### src/rtl/dir_pkg.sv
package dir_pkg;
  typedef enum logic [2:0] {
    OP_READ  = 3'd0,
    OP_DATA  = 3'd1,
    OP_ERASE = 3'd2,
    OP_EXCL  = 3'd3,
    OP_OUT   = 3'd4
  } op_e;

  typedef enum logic [3:0] {
    ST_I = 4'd0,
    ST_E = 4'd1,
    ST_S = 4'd2,
    ST_R = 4'd3,
    ST_W = 4'd4,
    ST_A = 4'd5
  } st_e;

  typedef struct packed {
    logic up_en;
    op_e  up_op;
    logic dn_en;
    op_e  dn_op;
    st_e  nxt;
  } act_t;
endpackage

### src/rtl/dir_fifo.sv
module dir_fifo #(
  parameter int DEPTH = 4,
  parameter int W     = 11
) (
  input  logic         clk,
  input  logic         rst_n,
  input  logic         push,
  input  logic [W-1:0] din,
  output logic         full,
  output logic         out_valid,
  input  logic         out_ready,
  output logic [W-1:0] dout
);
  localparam int PW = (DEPTH > 1) ? $clog2(DEPTH) : 1;

  logic [W-1:0] mem [DEPTH];
  logic [PW-1:0] wp_q, rp_q;
  logic [PW:0]   cnt_q;
  logic pop;

  assign pop       = out_valid && out_ready;
  assign out_valid = (cnt_q != '0);
  assign full      = (cnt_q == (PW+1)'(DEPTH));
  assign dout      = mem[rp_q];

  always_ff @(posedge clk) begin
    if (!rst_n) begin
      wp_q  <= '0;
      rp_q  <= '0;
      cnt_q <= '0;
    end else begin
      if (push) wp_q <= (wp_q == PW'(DEPTH-1)) ? '0 : wp_q + 1'b1;
      if (pop)  rp_q <= (rp_q == PW'(DEPTH-1)) ? '0 : rp_q + 1'b1;
      cnt_q <= cnt_q + (PW+1)'(push) - (PW+1)'(pop);
    end
  end

  always_ff @(posedge clk) begin
    if (push) mem[wp_q] <= din;
  end

  a_r10_no_overflow: assert property (@(posedge clk) disable iff (!rst_n)
    push |-> !full);

  a_r10_out_hold: assert property (@(posedge clk) disable iff (!rst_n)
    (out_valid && !out_ready) |=> (out_valid && $stable(dout)));
endmodule

### src/rtl/dir_store.sv
module dir_store
  import dir_pkg::*;
#(
  parameter int ID_W     = 8,
  parameter int SET_BITS = 2,
  parameter int WAYS     = 8
) (
  input  logic            clk,
  input  logic            rst_n,
  input  logic [ID_W-1:0] id,
  output st_e             cur_st,
  input  logic            we,
  input  st_e             wr_st
);
  localparam int SETS  = 1 << SET_BITS;
  localparam int TAG_W = ID_W - SET_BITS;
  localparam int WAY_W = (WAYS > 1) ? $clog2(WAYS) : 1;

  st_e             st_q  [SETS][WAYS];
  logic [TAG_W-1:0] tag_q [SETS][WAYS];

  logic [SET_BITS-1:0] set_idx;
  logic [TAG_W-1:0]    tag;
  logic [WAYS-1:0]     hit_vec, free_vec;
  logic [WAY_W-1:0]    hit_way, free_way;
  logic                hit, has_free;

  assign set_idx = id[SET_BITS-1:0];
  assign tag     = id[ID_W-1:SET_BITS];

  always_comb begin
    hit_way  = '0;
    free_way = '0;
    for (int w = 0; w < WAYS; w++) begin
      free_vec[w] = (st_q[set_idx][w] == ST_I);
      hit_vec[w]  = !free_vec[w] && (tag_q[set_idx][w] == tag);
    end
    for (int w = WAYS-1; w >= 0; w--) begin
      if (hit_vec[w])  hit_way  = w[WAY_W-1:0];
      if (free_vec[w]) free_way = w[WAY_W-1:0];
    end
    hit      = |hit_vec;
    has_free = |free_vec;
    cur_st   = hit ? st_q[set_idx][hit_way] : ST_I;
  end

  always_ff @(posedge clk) begin
    if (!rst_n) begin
      for (int s = 0; s < SETS; s++)
        for (int w = 0; w < WAYS; w++)
          st_q[s][w] <= ST_I;
    end else if (we) begin
      if (hit)
        st_q[set_idx][hit_way] <= wr_st;
      else if (wr_st != ST_I && has_free)
        st_q[set_idx][free_way] <= wr_st;
    end
  end

  always_ff @(posedge clk) begin
    if (we && !hit && wr_st != ST_I && has_free)
      tag_q[set_idx][free_way] <= tag;
  end

  a_r11_one_hit: assert property (@(posedge clk) disable iff (!rst_n)
    $countones(hit_vec) <= 1);

  a_r11_room: assert property (@(posedge clk) disable iff (!rst_n)
    (we && !hit && wr_st != ST_I) |-> has_free);
endmodule

### src/rtl/dir_proto.sv
module dir_proto
  import dir_pkg::*;
(
  input  logic from_above,
  input  op_e  op,
  input  st_e  cur,
  input  logic sel,
  input  logic other_bid,
  output act_t act
);
  always_comb begin
    act.up_en = 1'b0;
    act.up_op = OP_READ;
    act.dn_en = 1'b0;
    act.dn_op = OP_READ;
    act.nxt   = cur;
    if (from_above) begin
      unique case (op)
        OP_READ:
          if ((cur == ST_E || cur == ST_S) && sel) begin
            act.nxt = ST_A; act.dn_en = 1'b1; act.dn_op = OP_READ;
          end
        OP_DATA:
          if (cur == ST_R) begin
            act.nxt = ST_S; act.dn_en = 1'b1; act.dn_op = OP_DATA;
          end
        OP_EXCL:
          if (cur == ST_W) begin
            act.nxt = ST_E; act.dn_en = 1'b1; act.dn_op = OP_EXCL;
          end
        OP_ERASE:
          if (cur == ST_S || cur == ST_E || cur == ST_W || cur == ST_A) begin
            act.nxt = ST_I; act.dn_en = 1'b1; act.dn_op = OP_ERASE;
          end
        default: ;
      endcase
    end else begin
      unique case (op)
        OP_READ:
          if (cur == ST_I) begin
            act.nxt = ST_R; act.up_en = 1'b1; act.up_op = OP_READ;
          end
        OP_ERASE:
          if (cur == ST_E) begin
            act.dn_en = 1'b1; act.dn_op = OP_EXCL;
          end else if (cur == ST_S) begin
            act.nxt = ST_W; act.up_en = 1'b1; act.up_op = OP_ERASE;
          end
        OP_DATA:
          if (cur == ST_A) begin
            act.nxt = ST_S; act.up_en = 1'b1; act.up_op = OP_DATA;
          end
        OP_OUT:
          if (cur == ST_S) begin
            if (other_bid) begin
              act.dn_en = 1'b1; act.dn_op = OP_DATA;
            end else begin
              act.nxt = ST_I; act.up_en = 1'b1; act.up_op = OP_OUT;
            end
          end
        default: ;
      endcase
    end
  end
endmodule

### src/rtl/hier_dir_ctrl.sv
module hier_dir_ctrl
  import dir_pkg::*;
#(
  parameter int ID_W       = 8,
  parameter int SET_BITS   = 2,
  parameter int WAYS       = 8,
  parameter int OBUF_DEPTH = 4
) (
  input  logic            clk,
  input  logic            rst_n,
  input  logic            lo_in_valid,
  output logic            lo_in_ready,
  input  logic [2:0]      lo_in_op,
  input  logic [ID_W-1:0] lo_in_id,
  input  logic            lo_in_bid,
  input  logic            up_in_valid,
  output logic            up_in_ready,
  input  logic [2:0]      up_in_op,
  input  logic [ID_W-1:0] up_in_id,
  input  logic            up_in_sel,
  output logic            up_bid,
  output logic            up_out_valid,
  input  logic            up_out_ready,
  output logic [2:0]      up_out_op,
  output logic [ID_W-1:0] up_out_id,
  output logic            lo_out_valid,
  input  logic            lo_out_ready,
  output logic [2:0]      lo_out_op,
  output logic [ID_W-1:0] lo_out_id
);
  localparam int TW = 3 + ID_W;

  logic            up_full, lo_full, space, take;
  logic [ID_W-1:0] cur_id;
  op_e             cur_op;
  st_e             cur_st;
  act_t            act;
  logic [TW-1:0]   up_dout, lo_dout;

  assign space       = !up_full && !lo_full;
  assign up_in_ready = space;
  assign lo_in_ready = space && !up_in_valid;
  assign take        = (up_in_valid || lo_in_valid) && space;
  assign cur_id      = up_in_valid ? up_in_id : lo_in_id;
  assign cur_op      = op_e'(up_in_valid ? up_in_op : lo_in_op);
  assign up_bid      = up_in_valid && (op_e'(up_in_op) == OP_READ) &&
                       (cur_st == ST_E || cur_st == ST_S);

  dir_store #(.ID_W(ID_W), .SET_BITS(SET_BITS), .WAYS(WAYS)) u_store (
    .clk(clk), .rst_n(rst_n), .id(cur_id), .cur_st(cur_st),
    .we(take), .wr_st(act.nxt)
  );

  dir_proto u_proto (
    .from_above(up_in_valid), .op(cur_op), .cur(cur_st),
    .sel(up_in_sel), .other_bid(lo_in_bid), .act(act)
  );

  dir_fifo #(.DEPTH(OBUF_DEPTH), .W(TW)) u_upq (
    .clk(clk), .rst_n(rst_n), .push(take && act.up_en),
    .din({act.up_op, cur_id}), .full(up_full),
    .out_valid(up_out_valid), .out_ready(up_out_ready), .dout(up_dout)
  );

  dir_fifo #(.DEPTH(OBUF_DEPTH), .W(TW)) u_loq (
    .clk(clk), .rst_n(rst_n), .push(take && act.dn_en),
    .din({act.dn_op, cur_id}), .full(lo_full),
    .out_valid(lo_out_valid), .out_ready(lo_out_ready), .dout(lo_dout)
  );

  assign up_out_op = up_dout[TW-1:ID_W];
  assign up_out_id = up_dout[ID_W-1:0];
  assign lo_out_op = lo_dout[TW-1:ID_W];
  assign lo_out_id = lo_dout[ID_W-1:0];

  a_r10_lower_yield: assert property (@(posedge clk) disable iff (!rst_n)
    up_in_valid |-> !lo_in_ready);

  a_r5_bid_on_read: assert property (@(posedge clk) disable iff (!rst_n)
    up_bid |-> (up_in_valid && up_in_op == 3'd0));

  a_r3_single_effect: assert property (@(posedge clk) disable iff (!rst_n)
    !(take && act.up_en && act.dn_en));
endmodule

### config.mk
export PLATFORM = sky130hd
export DESIGN_NAME = hier_dir_ctrl
export DESIGN_NICKNAME = d
export VERILOG_FILES = /design/src/rtl/dir_pkg.sv /design/src/rtl/dir_fifo.sv /design/src/rtl/dir_store.sv /design/src/rtl/dir_proto.sv /design/src/rtl/hier_dir_ctrl.sv
export SDC_FILE = /design/constraint.sdc
export NUM_CORES = 1
export LEC_CHECK = 0
export ABC_CLOCK_PERIOD_IN_PS = 11000
export CORE_ASPECT_RATIO = 1.4
export CORE_MARGIN = 1
export CORE_UTILIZATION = 42
export DETAILED_ROUTE_END_ITERATION = 6
export SLEW_MARGIN = 20
export SYNTH_ARGS = -nofsm -noshare
export SYNTH_HDL_FRONTEND = slang
export SYNTH_SLANG_ARGS = --single-unit
export TNS_END_PERCENT = 30
### constraint.sdc
create_clock -name clk -period 11 [get_ports clk]
set_input_delay 1.65 -clock clk [delete_from_list [all_inputs] [get_ports clk]]
set_output_delay 1.65 -clock clk [all_outputs]
set_load 0.005 [all_outputs]
; ---- After elaboration in Yosys (flattened, before gate mapping)
; Memory sizes are Yosys's and may differ from the RTL's. A register that Yosys moved wholly into a read port is not among the register bits.
; Index checks and enable logic that the tools add are counted.
[word_totals]
regBits = 14
ram_bits = 408
in_bits = 30
out_inout_bits = 27
elab_cells = 246
n_memories = 4
[op_classes]
add_sub_neg = 8
order_cmp = 4
eq_ne = 23
n_mux = 110
bitwise_logic = 34
n_reduce_logical = 57
[memory_table]
columns = memory, depth, width, read_ports, rd_clocked_by_memory_dff, wr, line
row1 = u_store.tag_q, 4, 48, 1, 0, 1, dir_store.sv:20  ; logic [TAG_W-1:0] tag_q [SETS][WAYS];
row2 = u_store.st_q, 4, 32, 1, 0, 4, dir_store.sv:19  ; st_e st_q [SETS][WAYS];
row3 = u_loq.mem, 4, 11, 1, 1, 1, dir_fifo.sv:16  ; logic [W-1:0] mem [DEPTH];
row4 = u_upq.mem, 4, 11, 1, 1, 1, dir_fifo.sv:16
[ops]
columns = cell, count
row1 = $mux W32, 4
row2 = $mux W4, 18
row3 = $mux W3, 17
row4 = $eq A6 B6 Y1, 8
row5 = $mux W48, 1
row6 = $mux W8, 6
row7 = $mux W1, 45
row8 = $logic_not A4 Y1, 9
row9 = $or A1 B1 Y1, 32
row10 = $pmux W4 S4, 2
row11 = $pmux W8 S4, 1
row12 = $reduce_or A32 Y1, 1
row13 = $demux W4 S3, 2
row14 = $logic_and A1 B1 Y1, 24
row15 = $demux W6 S3, 1
row16 = $mux W2, 9
row17 = $reduce_or A8 Y1, 2
row18 = $bmux W4 S3, 1
row19 = $logic_not A1 Y1, 12
row20 = $mux W12, 1
row21 = $eq A3 B3 Y1 const B, 3
row22 = $add A2 B1 Y2 const B, 4
row23 = $eq A2 B2 Y1 const B, 4
row24 = $eq A4 B2 Y1 const B, 2
row25 = 15 further kinds, 27

; ---- Depth between registers and ports, before layout
; An unclocked memory read counts as a cell.
[depth]
ltp_word = 35
depth_mapped = 32
ltp_nobuf = 24

; ---- By module
; A second synthesis with hierarchy kept.
[hier_totals]
cells_unflattened = 1190
hier_area_um2 = 19017.0
[by_module_without_submodules]
columns = module, n_inst, cells_each, area_each_um2, seq_area_each_um2
row1 = dir_store, 1, 878, 14079.8, 9609.2
row2 = dir_fifo, 2, 103, 2083.2, 1501.4
row3 = dir_proto, 1, 85, 575.6, 0.0
row4 = hier_dir_ctrl, 1, 21, 195.2, 0.0

; ---- Worst setup path after synthesis
; No wires, ideal clock.
[synth_timing]
path_kind = input to register
startpoint = input port up_in_valid
endpoint = register u_upq.cnt_q[2]
setup_time_ns = 0.128
arrival_ns = 7.549
required_time_ns = 10.872
slack_ns = 3.324
stages = 27
n_path_buf = 4
cell_sequence = buf_4 > buf_6 > buf_2 > mux2i_1 > inv_1 > buf_2 > nor2_1 > mux2i_1 > nor4_1 > nand3_1 > a21oi_2 > and3b_1 > a211o_1 > mux2i_1 > a2111o_1 > or3_1 > a211o_1 > a2111oi_4 > inv_1 > ha_1 > inv_1 > ha_1 > inv_1 > fa_1 > xor2_1 > xnor2_1 > nor2_1
[synth_between]
word_cells_on_any_way = 70
cone_classes = add/sub: 2 / eq/ne: 14 / mux: 21 / bitwise: 1 / reduce/logical: 30 / memory: 2
[synth_rtl]
columns = element, line
row1 = start: declaration, hier_dir_ctrl.sv:16  ; input logic up_in_valid,
row2 = $mux W8 *, hier_dir_ctrl.sv:44  ; assign cur_id = up_in_valid ? up_in_id : lo_in_id;
row3 = net cur_id[6], hier_dir_ctrl.sv:34  ; logic [ID_W-1:0] cur_id;
row4 = $eq A6 B6 Y1, dir_store.sv:36  ; hit_vec[w] = !free_vec[w] && (tag_q[set_idx][w] == tag);
row5 = $logic_and A1 B1 Y1, dir_store.sv:36
row6 = $mux W3 (8 in series), dir_store.sv:39  ; if (hit_vec[w]) hit_way = w[WAY_W-1:0];
row7 = $not A3 Y4 (not written as such), dir_store.sv:44  ; cur_st = hit ? st_q[set_idx][hit_way] : ST_I;
row8 = $bmux W4 S3, dir_store.sv:44
row9 = $mux W4 (not written as such) (2 in series), dir_store.sv:44
row10 = $mux W4 *, dir_store.sv:44
row11 = $eq A4 B2 Y1, "dir_proto.sv:46, dir_proto.sv:54"
row12 = $mux W4, dir_proto.sv:46  ; end else if (cur == ST_S) begin
row13 = $mux W4, dir_proto.sv:44  ; if (cur == ST_E) begin
row14 = $pmux W4 S4 *, dir_proto.sv:38  ; unique case (op)
row15 = $mux W4 *, dir_proto.sv:17  ; if (from_above) begin
row16 = $logic_and A1 B1 Y1 *, hier_dir_ctrl.sv:60  ; .clk(clk), .rst_n(rst_n), .push(take && act.up_en),
row17 = $add A3 B1 Y3 *, dir_fifo.sv:34  ; cnt_q <= cnt_q + (PW+1)'(push) - (PW+1)'(pop);
row18 = $sub A3 B1 Y3 *, dir_fifo.sv:34
row19 = end signal: assignment, dir_fifo.sv:34
row20 = end: declaration, dir_fifo.sv:18  ; logic [PW:0] cnt_q;
; The timed path passes the listed nets; every way through them passes the cells marked *. The select of a mux whose other input is x is not followed.
; A chain may end at the register's enable or synchronous reset.

; ---- Final worst setup path
[layout_timing]
startpoint = input port up_in_valid
endpoint = output port up_bid
[layout_between]
elab_chain_cells = 21
word_cells_on_any_way = 54
cone_classes = eq/ne: 10 / mux: 13 / bitwise: 1 / reduce/logical: 28 / memory: 2
[layout_rtl]
columns = element, line
row1 = $mux W8, hier_dir_ctrl.sv:44
row2 = $mem_v2 Z4 W32, --
row3 = $logic_not A4 Y1, dir_store.sv:35  ; free_vec[w] = (st_q[set_idx][w] == ST_I);
row4 = $logic_not A1 Y1, dir_store.sv:36
row5 = $logic_and A1 B1 Y1, dir_store.sv:36
row6 = $mux W3 (8 in series), dir_store.sv:39
row7 = $not A3 Y4 (not written as such), dir_store.sv:44
row8 = $bmux W4 S3, dir_store.sv:44
row9 = $mux W4 (not written as such) (2 in series), dir_store.sv:44
row10 = $mux W4, dir_store.sv:44
row11 = $eq A4 B2 Y1 or $eq A4 B1 Y1 (tied branches), hier_dir_ctrl.sv:47  ; (cur_st == ST_E || cur_st == ST_S);
row12 = $logic_or A1 B1 Y1, hier_dir_ctrl.sv:47
row13 = $logic_and A1 B1 Y1 *, hier_dir_ctrl.sv:46  ; assign up_bid = up_in_valid && (op_e'(up_in_op) == OP_READ) &&
row14 = end: declaration, hier_dir_ctrl.sv:21  ; output logic up_bid,
; Every way passes the cells marked *; elsewhere a longest branch is shown, timed or not. The select of a mux whose other input is x is not followed.

==> metrics.txt <==
row count 95; Pre-antenna DRT Iters 6; Final Hold Fails 0; max frequency 0.105 GHz; setup slack, reg-to-reg 4.30 ns; RR Startpoint u_store.st_q[0][24]$_SDFFCE_PN0P_; Final setup viols 0; Crit Path Max Fanout 84; top_reg_cell synth edfxtp_1; Gate Count Post-Synth 1597; GRT Resource Usage Total 22.7%; Area after DPL 0.0217 mm²; PostCTS Resize Cnt 0; CTS buffer count 42; multi-input logic area 0.00725 mm²; register area 0.0125 mm²; Min-Delay Path Class register to register; crit path from up_in_valid; final setup skew 0.0110 ns; #FFs+latches synth 422; Die Span Y 262 µm; pwr/cell area 173 mW/mm²; CTS max path bufs 3; slew margin rel. 24.7%; Avg WL per Cell 24.3 µm; critical path class primary input to output port; number of inserted diodes 0; worst path arrival time 7.87 ns; commonest non-fill, non-tap cell in the layout edfxtp_1; largest net degree at the start of global routing 85; Filler Cell Count 4216; count of buffers from port buffering 55; Via Count 13700; fin cells 2315; RSZ-0062 raised after global routing no; status completed; worst-skew pair later-pin latency 0.55 ns; Max-Cap Viols 0; Slew Viols, Final 0; global-route wire length before repair 84.1 mm; Ys Warns 0; Area Growth Syn to Fin 13.5%; Syn Nets 1643; sequential area share after synthesis 61.4%; RR Endpoint u_store.st_q[0][18]$_SDFFCE_PN0P_; Worst Path Required 9.35 ns; Crit. End Element output port; clock-pin slew on the worst setup and hold paths 0.06 ns; P_leak 7.62 nW; Placed Cells 2240; core area 0.0479 mm²; Max H-tree Level 2; drt total wl 56.2 mm; vias in the first global route 13700; starting density of the core 42.5%; die area 0.0493 mm²; clk sink count 422; Cell Area, Synth 0.0203 mm²; crit share post-route 86.6%; VDD IR max 0.104 mV; Final min period 9.52 ns; worst-margin pin slew 1.11 ns; detailed-route DRC error count 0; hold path start u_loq.rp_q[1]$_SDFFE_PN0P_; share of layout cells above drive strength 1 12.2%; Final ANT Viol Nets 0; Post-CTS Setup Bufs 0; worst hold margin 0.491 ns; Post-CTS Hold Buffers 0; most frequent cells in the layout edfxtp_1, nand2_1, mux2i_1, a21oi_1, xnor2_1; number of synthesized flops with an enable pin 404; io pins 57; Die Width 188 µm; Yosys cell types 87; Setup TNS Final 0 ns; vias per std cell 5.91; detailed-placement wirelength estimate 38.3 mm; design area 0.0231 mm²; detailed router's first-iteration violation count 1115; GP Congestion 0.956; mean post-synth cell area 12.7 µm²; Setup crit start kind primary input; CTS Root Cell clkbuf_16; CP endpoint up_bid; async set-reset flop share out of synthesis 0%; cell count of the worst reg-to-reg path 14; Layout Nets 1700; initial antenna violation count 0; CTS tree built; Remaining Overflow, GRT 0
==> sequential cells by signal (all words and copies together), names as in the netlist, named ones only <==
register and cells:
u_loq.mem 40, u_store.st_q 128, u_store.tag_q 192, u_loq.rp_q 2
u_loq.wp_q 2, u_upq.wp_q 2, u_upq.rp_q 2, u_upq.mem 44
u_loq.cnt_q 3, u_upq.cnt_q 3
==> critical path, stage by stage <==
cell	delay (ns)
buf_2	0.70
mux2i_4	0.17
inv_6	0.64
buf_4	0.46
a211oi_1	0.14
a31oi_1	0.66
nor4_2	0.24
or2_1	0.39
nor3_1	0.70
a2111oi_0	0.32
o21ai_1	0.73
nand3_1	0.20
nor3_1	0.18
clkdlybuf4s50_1	0.53
==> worst min path at each step <==
stage / end / slack [ns] / depth (start not counted)
5_1_grt: register / 0.54 / 2
4_1_cts: register / 0.50 / 2
3_3_place_gp: u_loq.rp_q[1]$_SDFFE_PN0P_ / 0.48 / 2
6_report: register / 0.49 / 2
3_5_place_dp: u_loq.rp_q[1]$_SDFFE_PN0P_ / 0.48 / 2
2_1_floorplan: register / 0.45 / 2
==> synth_stat cells, drive strengths merged, types with 26 or more instances <==
| master | n | area [µm²] |
|---|---|---|
| a21oi | 111 | 559 |
| buf | 55 | 353 |
| clkbuf | 55 | 206 |
| edfxtp | 404 | 12100 |
| inv | 33 | 124 |
| mux2i | 121 | 1230 |
| nand2 | 169 | 634 |
| nand3 | 40 | 200 |
| nor2 | 85 | 319 |
| nor3 | 53 | 270 |
| nor4 | 55 | 357 |
| o221ai | 26 | 228 |
| or3 | 31 | 194 |
| xnor2 | 85 | 744 |
==> logic make-up (layout without fill, tap and decap cells) <==
family / count (synthesis) / in the layout / share of synthesized area [%]
flops: 422 / 422 / 61.4
compound gates: 255 / 255 / 8.92
buf+inv: 143 / 231 / 3.36
fa+ha+maj: 17 / 17 / 1.11
other cells: 1 / 1 / 0.0184
simple gates: 526 / 526 / 12.8
mux: 146 / 146 / 8.67
xor+xnor: 87 / 87 / 3.74
==> layout make-up <==
type,instances,area share [%]
clock buffers,54,5.02
clock inverters,21,0.889
inverters,33,0.558
multi-input cells,1032,31.4
flip-flops and latches,422,54.1
well taps,630,3.41
repair buffers,123,4.63
==> report_power, final <==
| group | switching (mW) | internal [mW] | total, mW | leakage (nW) |
|---|---|---|---|---|
| registers | 0.0462 | 1.82 | 1.87 | 3.94 |
| clock network | 0.597 | 0.838 | 1.44 | 0.662 |
| logic | 0.438 | 0.264 | 0.702 | 3.02 |
| total | 1.08 | 2.92 | 4.00 | 7.62 |
==> per-layer routing <==
layer | share of wire [%] | track usage, % | up-vias | routed length [µm]
li1 | - | - | 6188 | -
met1 | 39 | 27.2 | 6805 | 21700
met2 | 51 | 39.4 | 526 | 28500
met3 | 5.2 | 2.74 | 157 | 2930
met4 | 5.6 | 12.5 | 0 | 3150
met5 | 0 | 0 | - | 0
==> stage by stage <==
stage	worst slack (ns)	power [mW]	utilization [%]
3_3_place_gp	1.49	2.59	45.3
6_report	1.48	4.00	48.2
3_5_place_dp	1.50	2.60	45.3
4_1_cts	1.51	4.03	48.2
2_1_floorplan	3.32	2.32	-
5_1_grt	0.912	4.15	48.2
No activity file was read; power rests on OpenSTA's default activity.
